[config.mk]
export PLATFORM = sky130hd
export DESIGN_NAME = mtimer_unit
export DESIGN_NICKNAME = d
export VERILOG_FILES = /design/src/rtl/mtimer_pkg.sv /design/src/rtl/mt_bus_port.sv /design/src/rtl/mt_counter.sv /design/src/rtl/mt_compare.sv /design/src/rtl/mt_irq.sv /design/src/rtl/mtimer_unit.sv
export SDC_FILE = /design/constraint.sdc
export NUM_CORES = 1
export LEC_CHECK = 0
export ABC_AREA = 1
export BUFFER_PORTS_ARGS = -buffer_cell sky130_fd_sc_hd__buf_2
export CORE_MARGIN = 4
export CORE_UTILIZATION = 56
export CTS_CLUSTER_DIAMETER = 100
export DETAILED_ROUTE_END_ITERATION = 8
export PLACE_DENSITY = 0.82
export SKIP_CTS_REPAIR_TIMING = 1
export SLEW_MARGIN = 0
export SYNTH_ARGS = -nofsm -noshare
export SYNTH_HDL_FRONTEND = slang
export SYNTH_SLANG_ARGS = --single-unit
[constraint.sdc]
create_clock -name clk -period 4.3 [get_ports clk]
set_clock_uncertainty 0.2 [all_clocks]
set_input_delay 0.215 -clock clk [delete_from_list [all_inputs] [get_ports clk]]
set_output_delay 0.215 -clock clk [all_outputs]
set_load 0.005 [all_outputs]
[src/rtl/mtimer_pkg.sv]
package mtimer_pkg;
  typedef enum logic [1:0] {
    MT_TIME_LO = 2'd0,
    MT_TIME_HI = 2'd1,
    MT_CMP_LO  = 2'd2,
    MT_CMP_HI  = 2'd3
  } mt_word_e;

  localparam int unsigned MT_NUM_WORDS = 4;
  localparam int unsigned MT_IRQ_BIT   = 7;
  localparam int unsigned MT_GIE_BIT   = 3;
endpackage

[src/rtl/mt_bus_port.sv]
module mt_bus_port #(
  parameter int unsigned XLEN     = 32,
  parameter int unsigned AW       = 32,
  parameter logic [31:0] BASE     = 32'h1000_0000,
  parameter logic [31:0] WIN_LO   = 32'h1000_0000,
  parameter logic [31:0] WIN_HI   = 32'h1200_0000
) (
  input  logic                                       clk,
  input  logic                                       rst_n,
  input  logic                                       req_valid_i,
  input  logic                                       req_write_i,
  input  logic [AW-1:0]                              req_addr_i,
  input  logic [mtimer_pkg::MT_NUM_WORDS-1:0][XLEN-1:0] words_i,
  output logic [mtimer_pkg::MT_NUM_WORDS-1:0]        wr_stb_o,
  output logic                                       rsp_valid_o,
  output logic [XLEN-1:0]                            rsp_rdata_o
);
  import mtimer_pkg::*;

  localparam int unsigned IDX_W  = $clog2(MT_NUM_WORDS);
  localparam int unsigned LSB    = $clog2(XLEN / 8);
  localparam logic [AW-1:0] WORD_MASK = AW'(((MT_NUM_WORDS - 1) << LSB) | ((1 << LSB) - 1));

  logic             in_win;
  logic             hit;
  logic [IDX_W-1:0] idx;
  logic             rsp_valid_q;
  logic [XLEN-1:0]  rsp_rdata_q;

  assign in_win = (req_addr_i >= AW'(WIN_LO)) && (req_addr_i < AW'(WIN_HI));
  assign hit    = in_win
               && ((req_addr_i & ~WORD_MASK) == AW'(BASE))
               && (req_addr_i[LSB-1:0] == '0);
  assign idx    = req_addr_i[LSB +: IDX_W];

  for (genvar w = 0; w < MT_NUM_WORDS; w++) begin : g_stb
    assign wr_stb_o[w] = req_valid_i && req_write_i && hit && (idx == IDX_W'(w));
  end

  always_ff @(posedge clk) begin
    if (!rst_n) begin
      rsp_valid_q <= 1'b0;
      rsp_rdata_q <= '0;
    end else begin
      rsp_valid_q <= req_valid_i && !req_write_i;
      if (req_valid_i && !req_write_i) begin
        rsp_rdata_q <= hit ? words_i[idx] : '0;
      end
    end
  end

  assign rsp_valid_o = rsp_valid_q;
  assign rsp_rdata_o = rsp_rdata_q;

  AST_RSP_FOLLOWS_READ: assert property (@(posedge clk) disable iff (!rst_n)
    rsp_valid_o |-> $past(req_valid_i && !req_write_i));
  AST_READ_GETS_RSP: assert property (@(posedge clk) disable iff (!rst_n)
    (req_valid_i && !req_write_i) |=> rsp_valid_o);
endmodule

[src/rtl/mt_counter.sv]
module mt_counter #(
  parameter int unsigned XLEN = 32
) (
  input  logic            clk,
  input  logic            rst_n,
  input  logic            tick_i,
  input  logic [XLEN-1:0] incr_i,
  input  logic            wr_lo_i,
  input  logic            wr_hi_i,
  input  logic [XLEN-1:0] wdata_i,
  output logic [XLEN-1:0] lo_o,
  output logic [XLEN-1:0] hi_o
);
  logic [XLEN-1:0] lo_q, hi_q;
  logic [XLEN:0]   sum;
  logic            any_wr;

  assign sum    = {1'b0, lo_q} + {1'b0, incr_i};
  assign any_wr = wr_lo_i || wr_hi_i;

  always_ff @(posedge clk) begin
    if (!rst_n) begin
      lo_q <= '0;
      hi_q <= '0;
    end else if (any_wr) begin
      if (wr_lo_i) lo_q <= wdata_i;
      if (wr_hi_i) hi_q <= wdata_i;
    end else if (tick_i) begin
      lo_q <= sum[XLEN-1:0];
      hi_q <= hi_q + XLEN'(sum[XLEN]);
    end
  end

  assign lo_o = lo_q;
  assign hi_o = hi_q;

  AST_TICK_STEP: assert property (@(posedge clk) disable iff (!rst_n)
    (tick_i && !any_wr) |=> lo_o == $past(lo_o + incr_i));
  AST_IDLE_HOLD: assert property (@(posedge clk) disable iff (!rst_n)
    (!tick_i && !any_wr) |=> ($stable(lo_o) && $stable(hi_o)));
  AST_CARRY_RIPPLE: assert property (@(posedge clk) disable iff (!rst_n)
    (tick_i && !any_wr && (lo_o > ~incr_i)) |=> hi_o == $past(hi_o + 1'b1));
  AST_WRITE_OVERRIDES: assert property (@(posedge clk) disable iff (!rst_n)
    (wr_hi_i && !wr_lo_i) |=> ($stable(lo_o) && hi_o == $past(wdata_i)));
endmodule

[src/rtl/mt_compare.sv]
module mt_compare #(
  parameter int unsigned XLEN = 32
) (
  input  logic            clk,
  input  logic            rst_n,
  input  logic [1:0]      wr_stb_i,
  input  logic [XLEN-1:0] wdata_i,
  input  logic [XLEN-1:0] time_lo_i,
  input  logic [XLEN-1:0] time_hi_i,
  output logic [1:0][XLEN-1:0] cmp_o,
  output logic            pend_o
);
  localparam int unsigned TW = 2 * XLEN;

  logic [1:0][XLEN-1:0] cmp_q;
  logic [TW-1:0]        time_full;
  logic [TW-1:0]        cmp_full;

  for (genvar w = 0; w < 2; w++) begin : g_word
    always_ff @(posedge clk) begin
      if (!rst_n) begin
        cmp_q[w] <= '0;
      end else if (wr_stb_i[w]) begin
        cmp_q[w] <= wdata_i;
      end
    end
  end

  assign time_full = {time_hi_i, time_lo_i};
  assign cmp_full  = {cmp_q[1], cmp_q[0]};
  assign pend_o    = (time_full > cmp_full) && (cmp_full != '0);
  assign cmp_o     = cmp_q;

  AST_CMP_WR_LATENCY: assert property (@(posedge clk) disable iff (!rst_n)
    wr_stb_i[0] |=> cmp_o[0] == $past(wdata_i));
endmodule

[src/rtl/mt_irq.sv]
module mt_irq #(
  parameter int unsigned XLEN = 32
) (
  input  logic            pend_i,
  input  logic [XLEN-1:0] int_en_i,
  input  logic [XLEN-1:0] status_i,
  output logic [XLEN-1:0] pend_vec_o,
  output logic            take_o,
  output logic [XLEN-1:0] cause_o,
  output logic [XLEN-1:0] tval_o
);
  import mtimer_pkg::*;

  localparam logic [XLEN-1:0] CAUSE_TIMER = {1'b1, {(XLEN-1){1'b0}}} | XLEN'(MT_IRQ_BIT);

  assign pend_vec_o = XLEN'(pend_i) << MT_IRQ_BIT;
  assign take_o     = pend_i && int_en_i[MT_IRQ_BIT] && status_i[MT_GIE_BIT];
  assign cause_o    = take_o ? CAUSE_TIMER : '0;
  assign tval_o     = '0;
endmodule

[src/rtl/mtimer_unit.sv]
module mtimer_unit #(
  parameter int unsigned XLEN   = 32,
  parameter int unsigned AW     = 32,
  parameter logic [31:0] BASE   = 32'h1000_0000,
  parameter logic [31:0] WIN_LO = 32'h1000_0000,
  parameter logic [31:0] WIN_HI = 32'h1200_0000
) (
  input  logic            clk,
  input  logic            rst_n,
  input  logic            tick_i,
  input  logic [XLEN-1:0] tick_incr_i,
  input  logic            req_valid_i,
  output logic            req_ready_o,
  input  logic            req_write_i,
  input  logic [AW-1:0]   req_addr_i,
  input  logic [XLEN-1:0] req_wdata_i,
  output logic            rsp_valid_o,
  output logic [XLEN-1:0] rsp_rdata_o,
  input  logic [XLEN-1:0] int_en_i,
  input  logic [XLEN-1:0] status_i,
  output logic [XLEN-1:0] pend_vec_o,
  output logic            wake_o,
  output logic            take_o,
  output logic [XLEN-1:0] cause_o,
  output logic [XLEN-1:0] tval_o
);
  import mtimer_pkg::*;

  logic [MT_NUM_WORDS-1:0][XLEN-1:0] words;
  logic [MT_NUM_WORDS-1:0]           wr_stb;
  logic [XLEN-1:0]                   time_lo, time_hi;
  logic [1:0][XLEN-1:0]              cmp_w;
  logic                              pend;

  assign req_ready_o = 1'b1;

  mt_bus_port #(.XLEN(XLEN), .AW(AW), .BASE(BASE), .WIN_LO(WIN_LO), .WIN_HI(WIN_HI)) u_port (
    .clk         (clk),
    .rst_n       (rst_n),
    .req_valid_i (req_valid_i),
    .req_write_i (req_write_i),
    .req_addr_i  (req_addr_i),
    .words_i     (words),
    .wr_stb_o    (wr_stb),
    .rsp_valid_o (rsp_valid_o),
    .rsp_rdata_o (rsp_rdata_o)
  );

  mt_counter #(.XLEN(XLEN)) u_count (
    .clk     (clk),
    .rst_n   (rst_n),
    .tick_i  (tick_i),
    .incr_i  (tick_incr_i),
    .wr_lo_i (wr_stb[MT_TIME_LO]),
    .wr_hi_i (wr_stb[MT_TIME_HI]),
    .wdata_i (req_wdata_i),
    .lo_o    (time_lo),
    .hi_o    (time_hi)
  );

  mt_compare #(.XLEN(XLEN)) u_cmp (
    .clk       (clk),
    .rst_n     (rst_n),
    .wr_stb_i  ({wr_stb[MT_CMP_HI], wr_stb[MT_CMP_LO]}),
    .wdata_i   (req_wdata_i),
    .time_lo_i (time_lo),
    .time_hi_i (time_hi),
    .cmp_o     (cmp_w),
    .pend_o    (pend)
  );

  mt_irq #(.XLEN(XLEN)) u_irq (
    .pend_i     (pend),
    .int_en_i   (int_en_i),
    .status_i   (status_i),
    .pend_vec_o (pend_vec_o),
    .take_o     (take_o),
    .cause_o    (cause_o),
    .tval_o     (tval_o)
  );

  assign words[MT_TIME_LO] = time_lo;
  assign words[MT_TIME_HI] = time_hi;
  assign words[MT_CMP_LO]  = cmp_w[0];
  assign words[MT_CMP_HI]  = cmp_w[1];
  assign wake_o            = pend;

  AST_ZERO_ALARM_QUIET: assert property (@(posedge clk) disable iff (!rst_n)
    (cmp_w == '0) |-> !pend_vec_o[MT_IRQ_BIT]);
  AST_TAKE_GATED: assert property (@(posedge clk) disable iff (!rst_n)
    take_o |-> (wake_o && int_en_i[MT_IRQ_BIT] && status_i[MT_GIE_BIT]));
  AST_EQUAL_NOT_PEND: assert property (@(posedge clk) disable iff (!rst_n)
    ({time_hi, time_lo} == {cmp_w[1], cmp_w[0]}) |-> !wake_o);
endmodule

[Yosys cells after proc, flatten, opt, wreduce, memory -nomap -nowiden]
Cells that the tools add are included.
Storage, ports and cells
  flip-flop bits (word level): 161
  bits in latches: 0
  RAM bits: 0
  ROM bits: 0
  input bits: 165
  logic and storage cells: 49
  memories: 0
Operators by class
  add/sub/neg operators: 2
  multiply operators: 0
  divide/modulo/power cells: 0
  magnitude comparators: 4
  equal/unequal tests: 6
  shifts and indexed selects: 0
  mux-type cells: 10
  bitwise gates (word level): 0
  reductions and logical operators: 21
Operator list (number)
  32-bit 2-to-1 mux: 9
  32-bit binary-select mux with 2-bit select: 1
  64-bit greater-than comparator: 1
  64-bit nonzero test: 1
  32-bit by 32-bit adder with 33-bit output: 1
  32-bit by 1-bit adder with 32-bit output: 1
  32-bit by 29-bit greater-or-equal comparator with 1-bit output, second input constant: 1
  32-bit by 29-bit < comparator with 1-bit output, second input constant: 1
  28-bit by 25-bit equality test with 1-bit output, second input constant: 1
  1-bit logical AND: 13
  2-bit equality test, second input constant: 2
  2-bit logical NOT: 2
  2-bit by 1-bit != test with 1-bit output, second input constant: 2
  2-bit AND reduction: 2
  2-bit by 3-bit < comparator with 1-bit output, second input constant: 1
  2-bit by 1-bit equality test with 1-bit output, second input constant: 1
  2-bit nonzero test: 1
  1-bit logical NOT: 1
  1-bit logical OR: 1

[Depth between registers and ports, before layout]
Gate-level depths: netlist of the first run.
  depth after elaboration: 9
  depth in mapped cells: 26

[By module]
A second synthesis of the first run with hierarchy kept.
Second synthesis, totals
  cell total of the unflattened synthesis: 2046
  area, all modules: 13130.1 um^2
By module, submodules not included
  mt_counter: instances 1, cells each 1040, area each 5936.9 um^2, seq. area each 1281.2 um^2
  mt_compare: instances 1, cells each 516, area each 3902.5 um^2, seq. area each 1281.2 um^2
  mt_bus_port: instances 1, cells each 388, area each 2541.2 um^2, seq. area each 660.6 um^2
  mt_irq: instances 1, cells each 100, area each 738.2 um^2, seq. area each 0.0 um^2
  mtimer_unit: instances 1, cells each 2, area each 11.3 um^2, seq. area each 0.0 um^2

[Worst setup path after synthesis of the first run]
Ideal clock, no wire load.
  path type: register to register
  start: register u_count.lo_q[21], in the netlist u_count.lo_o[21]
  end: register u_count.hi_q[22], in the netlist u_count.hi_o[22]
  library setup time: 115 ps
  arrival time: 2993 ps
  data required time: 3985 ps
  setup slack: 992 ps
  stages on the path, launching flop included: 23
  buffers on the path: 0
  path through: dfxtp_1 ha_1 nand2_1 nor2_1 inv_1 nor3_1 and2_1 nand2_1 nand2_1 a21oi_1 o21bai_1 ha_1 ha_1 nand2_1 nor2_2 nand2_1 nor2_2 nand4_1 xnor2_1 nand2_1 inv_1 nor2_1 nor2_1
On the way
  cells in the longest elaborated chain, start to end: 4
RTL lines
  start, declared: RTL line mt_counter.sv:14  | logic [XLEN-1:0] lo_q, hi_q;
  start signal, assigned: RTL line mt_counter.sv:26  | if (wr_lo_i) lo_q <= wdata_i;
  start signal, assigned: RTL line mt_counter.sv:29  | lo_q <= sum[XLEN-1:0];
  32-bit by 32-bit adder with 33-bit output: RTL line mt_counter.sv:18  | assign sum = {1'b0, lo_q} + {1'b0, incr_i};
  32-bit by 1-bit adder with 32-bit output: RTL line mt_counter.sv:30  | hi_q <= hi_q + XLEN'(sum[XLEN]);
  32-bit 2-to-1 mux: RTL line mt_counter.sv:28  | end else if (tick_i) begin
  32-bit 2-to-1 mux: RTL line mt_counter.sv:25  | end else if (any_wr) begin
  end signal, assigned: RTL line mt_counter.sv:27  | if (wr_hi_i) hi_q <= wdata_i;
  end signal, assigned: RTL line mt_counter.sv:30
  end, declared: RTL line mt_counter.sv:14
No other way between the ends. The select of a mux whose other input is x is not followed.
A chain may end at the register's enable or synchronous reset.

[Worst setup path in the final report of the first run]
  start: register u_count.lo_q[21], in the netlist u_count.lo_o[21]
  end: register u_count.hi_q[16], in the netlist u_count.hi_o[16]
The elaborated chain is that of the path after synthesis.

==> metrics.md, run 1 <==
| Metric | Value |
|---|---|
| Vias | `14400` |
| CTS Buf Count | `17` |
| Distinct cells, synth | `40` |
| Starting density of the core | `between 50% and 60%` |
| Max Slew Vio Count | `0` |
| Final worst-path cycle share | `between 90% and 100%` |
| Crit-path max FO | `5` |
| Routed WL per cell | `16.5 µm` |
| Drc violations | `0` |
| Num rows | `55` |
| Clock sink count | `161` |
| Die Y | `around 160 µm` |
| Clock transition at the registers of the reported paths | `0.07 ns` |
| Worst hold margin | `-0.0573 ns` |
| Relative slew slack | `41.3%` |
| Max VDD drop | `about 0.28 mV` |
| Gr ovfl total | `0` |
| Antenna viol nets, final | `0` |
| Least-Margin Pin Slew | `0.880 ns` |
| Unrepaired setup endpoints after global routing | `no` |
| Layout Nets | `2516` |
| Number of max-cap violations | `0` |
| Total Routed Length | `42500 µm` |
| Routability cong. | `1.01` |
| Failing checks | `negative hold slack` |
| CP startpoint kind | `flip-flop` |
| Global-route wire length before repair | `65400 µm` |
| Mapped Cells | `2117` |
| Vias per std cell | `5.57` |
| Sequential fraction of the synthesis area | `24.7%` |
| Setup-failing EPs final | `0` |
| Clock Latency Late Sink | `about 0.44 ns` |
| CTS Root Cell | `clkbuf_16` |
| PwrDens | `302 mW/mm²` |
| Core ar. | `0.0228 mm²` |
| Fmax | `around 250 MHz` |
| Initial antenna violation count | `0` |
| Die width | `around 160 µm` |
| Total iterations of the first detailed-routing run | `6` |
| WL met1 | `17700 µm` |
| Overall Global Routing Usage | `31.1%` |
| DP HPWL | `32400 µm` |
| Avg Inst Size Synth | `6.16 µm²` |
| CP Capture Type | `flip-flop` |
| Final Critical Period | `4.03 ns` |
| Layout cell share with drive strength beyond 1 | `9.49%` |
| CTS H-tree depth | `4` |
| Hold Violations, Final | `2` |
| Top Ports | `297` |
| Area grow syn2layout | `11.7%` |
| DRT iter0 DRCs | `1536` |
| Diode count | `0` |
| Length of routed met2 wiring | `18400 µm` |
| Post-Route Setup TNS | `0 ns` |
| WS Path Type | `reg2reg` |
| DR top layer | `met4` |
| Vias in the first global route | `12800` |
| Die area | `0.0258 mm²` |
| Flops & latches, synth | `between 150 and 200` |
| CTS tree | `done` |
| Post-DP Area | `0.0136 mm²` |
| Largest net degree at the start of global routing | `97` |
| Arr. time, crit path | `4.16 ns` |
| Outcome | `complete, but fails checks` |
| Critical Path RT | `4.43 ns` |
| CTS max path bufs | `2` |
| Cell leakage power | `between 7 and 8 nW` |
| Port buffer count | `142` |
| Met3 wire len | `4590 µm` |
| YS warnings | `0` |
| Min-delay worst type | `in2reg` |
| Fin area | `0.0146 mm²` |
| Netlist Area Pre-Place | `0.0130 mm²` |
## cell usage after synthesis (all sizes together)
library cell  number  share of area (%)
xor2              15                1.0
xnor2             14               0.94
conb               2              0.058
and2               2              0.096
nand4             22                1.1
nor4               9               0.43
o21ai            129                5.0
clkbuf            51                1.5
or2                1              0.048
clkinv             2              0.058
nor2             319                9.4
nor2b              1              0.048
a21o               2               0.12
nor3              26                1.0
o21a               4               0.23
inv              262                7.5
dfxtp            161                 25
a211oi            64                3.7
o2111ai           32                2.2
fa                 1               0.15
nand2            582                 17
a21boi             1              0.058
nand3b             9               0.52
ha                98                9.4
buf              119                6.5
o21bai             4               0.23
nand3             76                3.1
and3               1              0.048
a21oi            108                4.1
## cell usage in the layout, fill, tap and decap left out, types with 32 or more instances in the layout
cell type,count
buf_2,142
conb_1,92
dlygate4sd3_1,33
ha_1,98
inv_1,258
dfxtp_1,161
a211oi_1,64
nand2_1,579
a21oi_1,108
nor2_1,311
o2111ai_1,32
nand3_1,74
o21ai_0,101
## final timing paths
kind                                  startpoint                to  slack, ns  cells after the start
worst min register to register    u_cmp.cmp_o[0]    u_cmp.cmp_o[0]       0.30                      2
worst max-delay path            u_count.lo_o[21]  u_count.hi_o[16]       0.27                     22
worst min-delay path             req_wdata_i[29]   u_cmp.cmp_o[61]      -0.06                      3
worst max register to register  u_count.lo_o[21]  u_count.hi_o[16]       0.27                     22
## layout make-up
class	count	area, µm²
inverters	264	991
clock buffers	19	443
clock inverters	13	184
repair buffers	196	1200
multi-input cells	1612	8130
well taps	313	392
fillers	2040	8210
flip-flops and latches	161	3220
## registers in the layout, summed over array words and instances, names as in the netlist
signal / count
u_cmp.cmp_o: 64
u_count.hi_o: 32
u_count.lo_o: 32
u_port.rsp_rdata_o: 32
u_port.rsp_valid_o: 1
## logic make-up (layout without fill, tap and decap cells)
group	after synthesis	count (layout)	synth area share (%)
simple gates	1048	1048	32.6
buf+inv	434	492	15.6
compound gates	344	344	15.6
flops	161	161	24.7
fa+ha+maj	99	99	9.56
xor+xnor	29	29	1.95
other cells	2	92	0.0576
## power by group
part	switching (W)	internal, W
Sequential	0.0000973	0.00156
Clock	0.000648	0.000987
Combinational	0.000691	0.000407
## routing by layer
| metal | track usage (%) | up-vias |
|---|---|---|
| met1 | 41.9 | 6422 |
| met2 | 49.6 | 869 |
| li1 | - | 6930 |
| met4 | 11.8 | 0 |
| met5 | 0 | - |
| met3 | 5.62 | 138 |
## through the flow
step	power [W]	utilization (%)	cells	setup slack, ns	hold slack, ns
2_1_floorplan	0.00246	-	2207	0.992	0.165
3_3_place_gp	0.00269	59.7	2513	0.402	0.289
3_5_place_dp	0.00273	59.7	2513	0.263	0.291
4_1_cts	0.00435	62.5	2545	0.228	-0.152
5_1_grt	0.00461	63.9	2578	0.00143	0.0137
6_report	0.00439	63.9	2578	0.272	-0.0573
## critical path: stages (launching register included)
cell and delay, ns:
dfxtp_1 0.36, ha_1 0.38, nand2_1 0.11, nor2_1 0.15, inv_1 0.09, nor3_1 0.27
and2_1 0.18, nand2_1 0.08, nand2_1 0.09, a21oi_1 0.08, o21bai_2 0.21, ha_1 0.23
ha_1 0.16, nand2_1 0.08, nor2_2 0.21, nand2_1 0.15, nor2_2 0.26, buf_4 0.17
nand3_1 0.05, o21ai_0 0.19, nand2_1 0.08, nand2_1 0.07, a21oi_1 0.05
Power figures use the tool's default switching activity.
==> run 2: changes to the inputs <==
--- a/config.mk
+++ b/config.mk
@@ -7,11 +7,14 @@
 export LEC_CHECK = 0
 export ABC_AREA = 1
 export BUFFER_PORTS_ARGS = -buffer_cell sky130_fd_sc_hd__buf_2
+export CELL_PAD_IN_SITES_DETAIL_PLACEMENT = 0
+export CELL_PAD_IN_SITES_GLOBAL_PLACEMENT = 1
+export CORE_ASPECT_RATIO = 1.4
 export CORE_MARGIN = 4
-export CORE_UTILIZATION = 56
+export CORE_UTILIZATION = 38
 export CTS_CLUSTER_DIAMETER = 100
 export DETAILED_ROUTE_END_ITERATION = 8
-export PLACE_DENSITY = 0.82
+export PLACE_DENSITY_LB_ADDON = 0.1
 export SKIP_CTS_REPAIR_TIMING = 1
 export SLEW_MARGIN = 0
 export SYNTH_ARGS = -nofsm -noshare
==> run 2 against run 1 <==
The flow now finishes without violations. Total power is 3.9% higher. Count of clock-buffer cells in the layout unchanged. Sequential power about the same. Final area is 2.6% higher. Non-clock buffer count increased by 22. Setup slack better by 0.10 ns. Largest power group is now the clock network. Fmax grew 2.5%. Highest routed layer unchanged. Sequential share of layout area fell by 0.56 points. Combinational power grew 5%. Register-to-register slack improved by 0.10 ns. Routed wire length up 12%. First-iteration DRC count shrank 41%.
==> metrics.md, run 2 (synthesis results as in run 1) <==
| Metric | Value |
|---|---|
| Worst Reg-to-Reg Cells | `24` |
| Vias | `13600` |
| Most common cell after layout, fill and taps aside | `nand2_1` |
| Core ar. | `0.0339 mm²` |
| Overall Global Routing Usage | `25.0%` |
| Crit-path max FO | `5` |
| Relative slew slack | `34.0%` |
| Switching Power | `0.00151 W` |
| Clock transition at the registers of the reported paths | `~0.070 ns` |
| Num rows | `80` |
| Number of max-cap violations | `0` |
| DP HPWL | `36500 µm` |
| Setup-failing EPs final | `0` |
| Hold Violations, Final | `0` |
| Comb power frac | `roughly 25%` |
| Global-route wire length before repair | `71500 µm` |
| Die area | `around 0.037 mm²` |
| CP startpoint kind | `flip-flop` |
| Layout Nets | `2538` |
| Post-Route Setup TNS | `0 ns` |
| Drc violations | `0` |
| Fin area | `~0.015 mm²` |
| Worst hold margin | `0.0501 ns` |
| PwrDens | `305 mW/mm²` |
| Total iterations of the first detailed-routing run | `5` |
| Final Core Density | `44.0%` |
| Slowest cell delay on critical path | `0.38 ns` |
| Post-DP Area | `between 0.01 and 0.015 mm²` |
| Top Ports | `297` |
| Largest net degree at the start of global routing | `97` |
| Antenna viol nets, final | `0` |
| Cell leakage power | `7.32 nW` |
| Total Routed Length | `47600 µm` |
| Final Critical Period | `3.93 ns` |
| Layout cell share with drive strength beyond 1 | `between 10% and 20%` |
| CP Capture Type | `flip-flop` |
| CTS tree | `done` |
| Fmax | `255 MHz` |
| Clock sink count | `161` |
| Routability cong. | `0.911` |
| CP Cell Sequence | `ha_1, nand2_1, nor2_1, inv_1, nor3_1, and2_1, nand2_1, nand2_1, a21oi_1, o21bai_1, buf_4, ha_1, ha_1, nand2_1, nor2_2, nand2_1, nor2_2, buf_4, buf_4, nand3_1, o21ai_0, nand2_1, nand2_1, a21oi_1` |
| Max FFs per register | `64` |
| Most frequent cell on the critical path | `nand2_1` |
| Clock Latency Late Sink | `0.46 ns` |
| Clock network power share | `about 39%` |
| Critical Path RT | `4.45 ns` |
| Hold path depth | `5` |
| Die Y | `~230 µm` |
| Vias per std cell | `4.95` |
| Max VDD drop | `0.296 mV` |
| Initial antenna violation count | `0` |
| Most frequent cells in the layout | `nand2_1 (578), nor2_1 (311), inv_1 (258)` |
| CTS max path bufs | `2` |
| Final worst-path cycle share | `91.4%` |
| Area grow syn2layout | `14.7%` |
| Starting density of the core | `38.4%` |
| Routed WL per cell | `17.4 µm` |
| Critical path's slowest cell | `ha_1` |
| Pre-CTS setup slack | `0.394 ns` |
| Min-delay worst type | `in2reg` |
| WS Path Type | `reg2reg` |
| Sequential share of power | `36.1%` |
| Switching Fraction | `about a third` |
| Port buffer count | `142` |
| DRT iter0 DRCs | `901` |
| Least-Margin Pin Slew | `between 0.9 and 1 ns` |
| Outcome | `completed` |
| Unrepaired setup endpoints after global routing | `no` |
| CTS Root Cell | `clkbuf_16` |
| Diode count | `0` |
| Gr ovfl total | `0` |
| Max Slew Vio Count | `0` |
| Die width | `165 µm` |
| Arr. time, crit path | `4.07 ns` |
| Final worst slack | `0.372 ns` |
| CTS Buf Count | `17` |
| Internal | `0.00305 W` |
| Vias in the first global route | `approximately 13000` |
| CTS H-tree depth | `4` |
| Fillers | `3730` |
-- run 2: cell count changes in the layout (fill, tap and decap cells not counted), sizes merged --
cell / change
clkinvlp: -2
clkinv: +1
bufinv: +1
buf: +21
dlygate4sd3: +1
-- run 2: worst paths after layout --
kind | start | end | slack, ns
setup / recovery | u_count.lo_o[20] | u_count.hi_o[16] | 0.37
hold reg to reg | u_cmp.cmp_o[4] | u_cmp.cmp_o[4] | 0.31
hold / removal | tick_incr_i[31] | u_count.lo_o[31] | 0.05
setup reg to reg | u_count.lo_o[20] | u_count.hi_o[16] | 0.37
-- run 2: through the flow --
step,cells,power [W]
2_1_floorplan,2207,0.00246
3_5_place_dp,2672,0.00280
5_1_grt,2738,0.00483
4_1_cts,2704,0.00456
3_3_place_gp,2672,0.00279
6_report,2738,0.00456
-- run 2: power groups by stage --
stage               Combinational (W)  Sequential, W  Clock (W)
global placement              0.00112        0.00168          0
floorplan                    0.000811        0.00165          0
finish                        0.00116        0.00165    0.00176
CTS                           0.00113        0.00164    0.00179
global route                  0.00132        0.00165    0.00185
detailed placement            0.00113        0.00168          0
-- run 2: critical path, delay by kind of cell, from the launching register on --
family,cells,cell delay (ns)
flip-flops,1,0.36
adder cells (fa/ha/maj),3,0.71
buffers and inverters,4,0.49
AO/OA/AOI/OAI,4,0.44
AND/OR/NAND/NOR,13,1.62
-- run 2: routing by layer --
layer / routed length (µm) / vias up / GRT usage (%)
met5: 0 / - / 0
met4: 1620 / 0 / 9.58
met3: 2420 / 80 / 3.12
met2: 22600 / 390 / 41.9
met1: 21000 / 6120 / 32.7
li1: - / 6968 / -
-- run 2: layout make-up --
type                            instances  area, µm²  area share (%)
Clock inverter                         13        208            1.39
Timing Repair Buffer                  218       1380            9.23
Inverter                              264        991            6.63
Multi-Input combinational cell       1612       8130            54.4
Tap cell                              451        564            3.78
Sequential cell                       161       3220            21.6
Clock buffer                           19        453            3.03
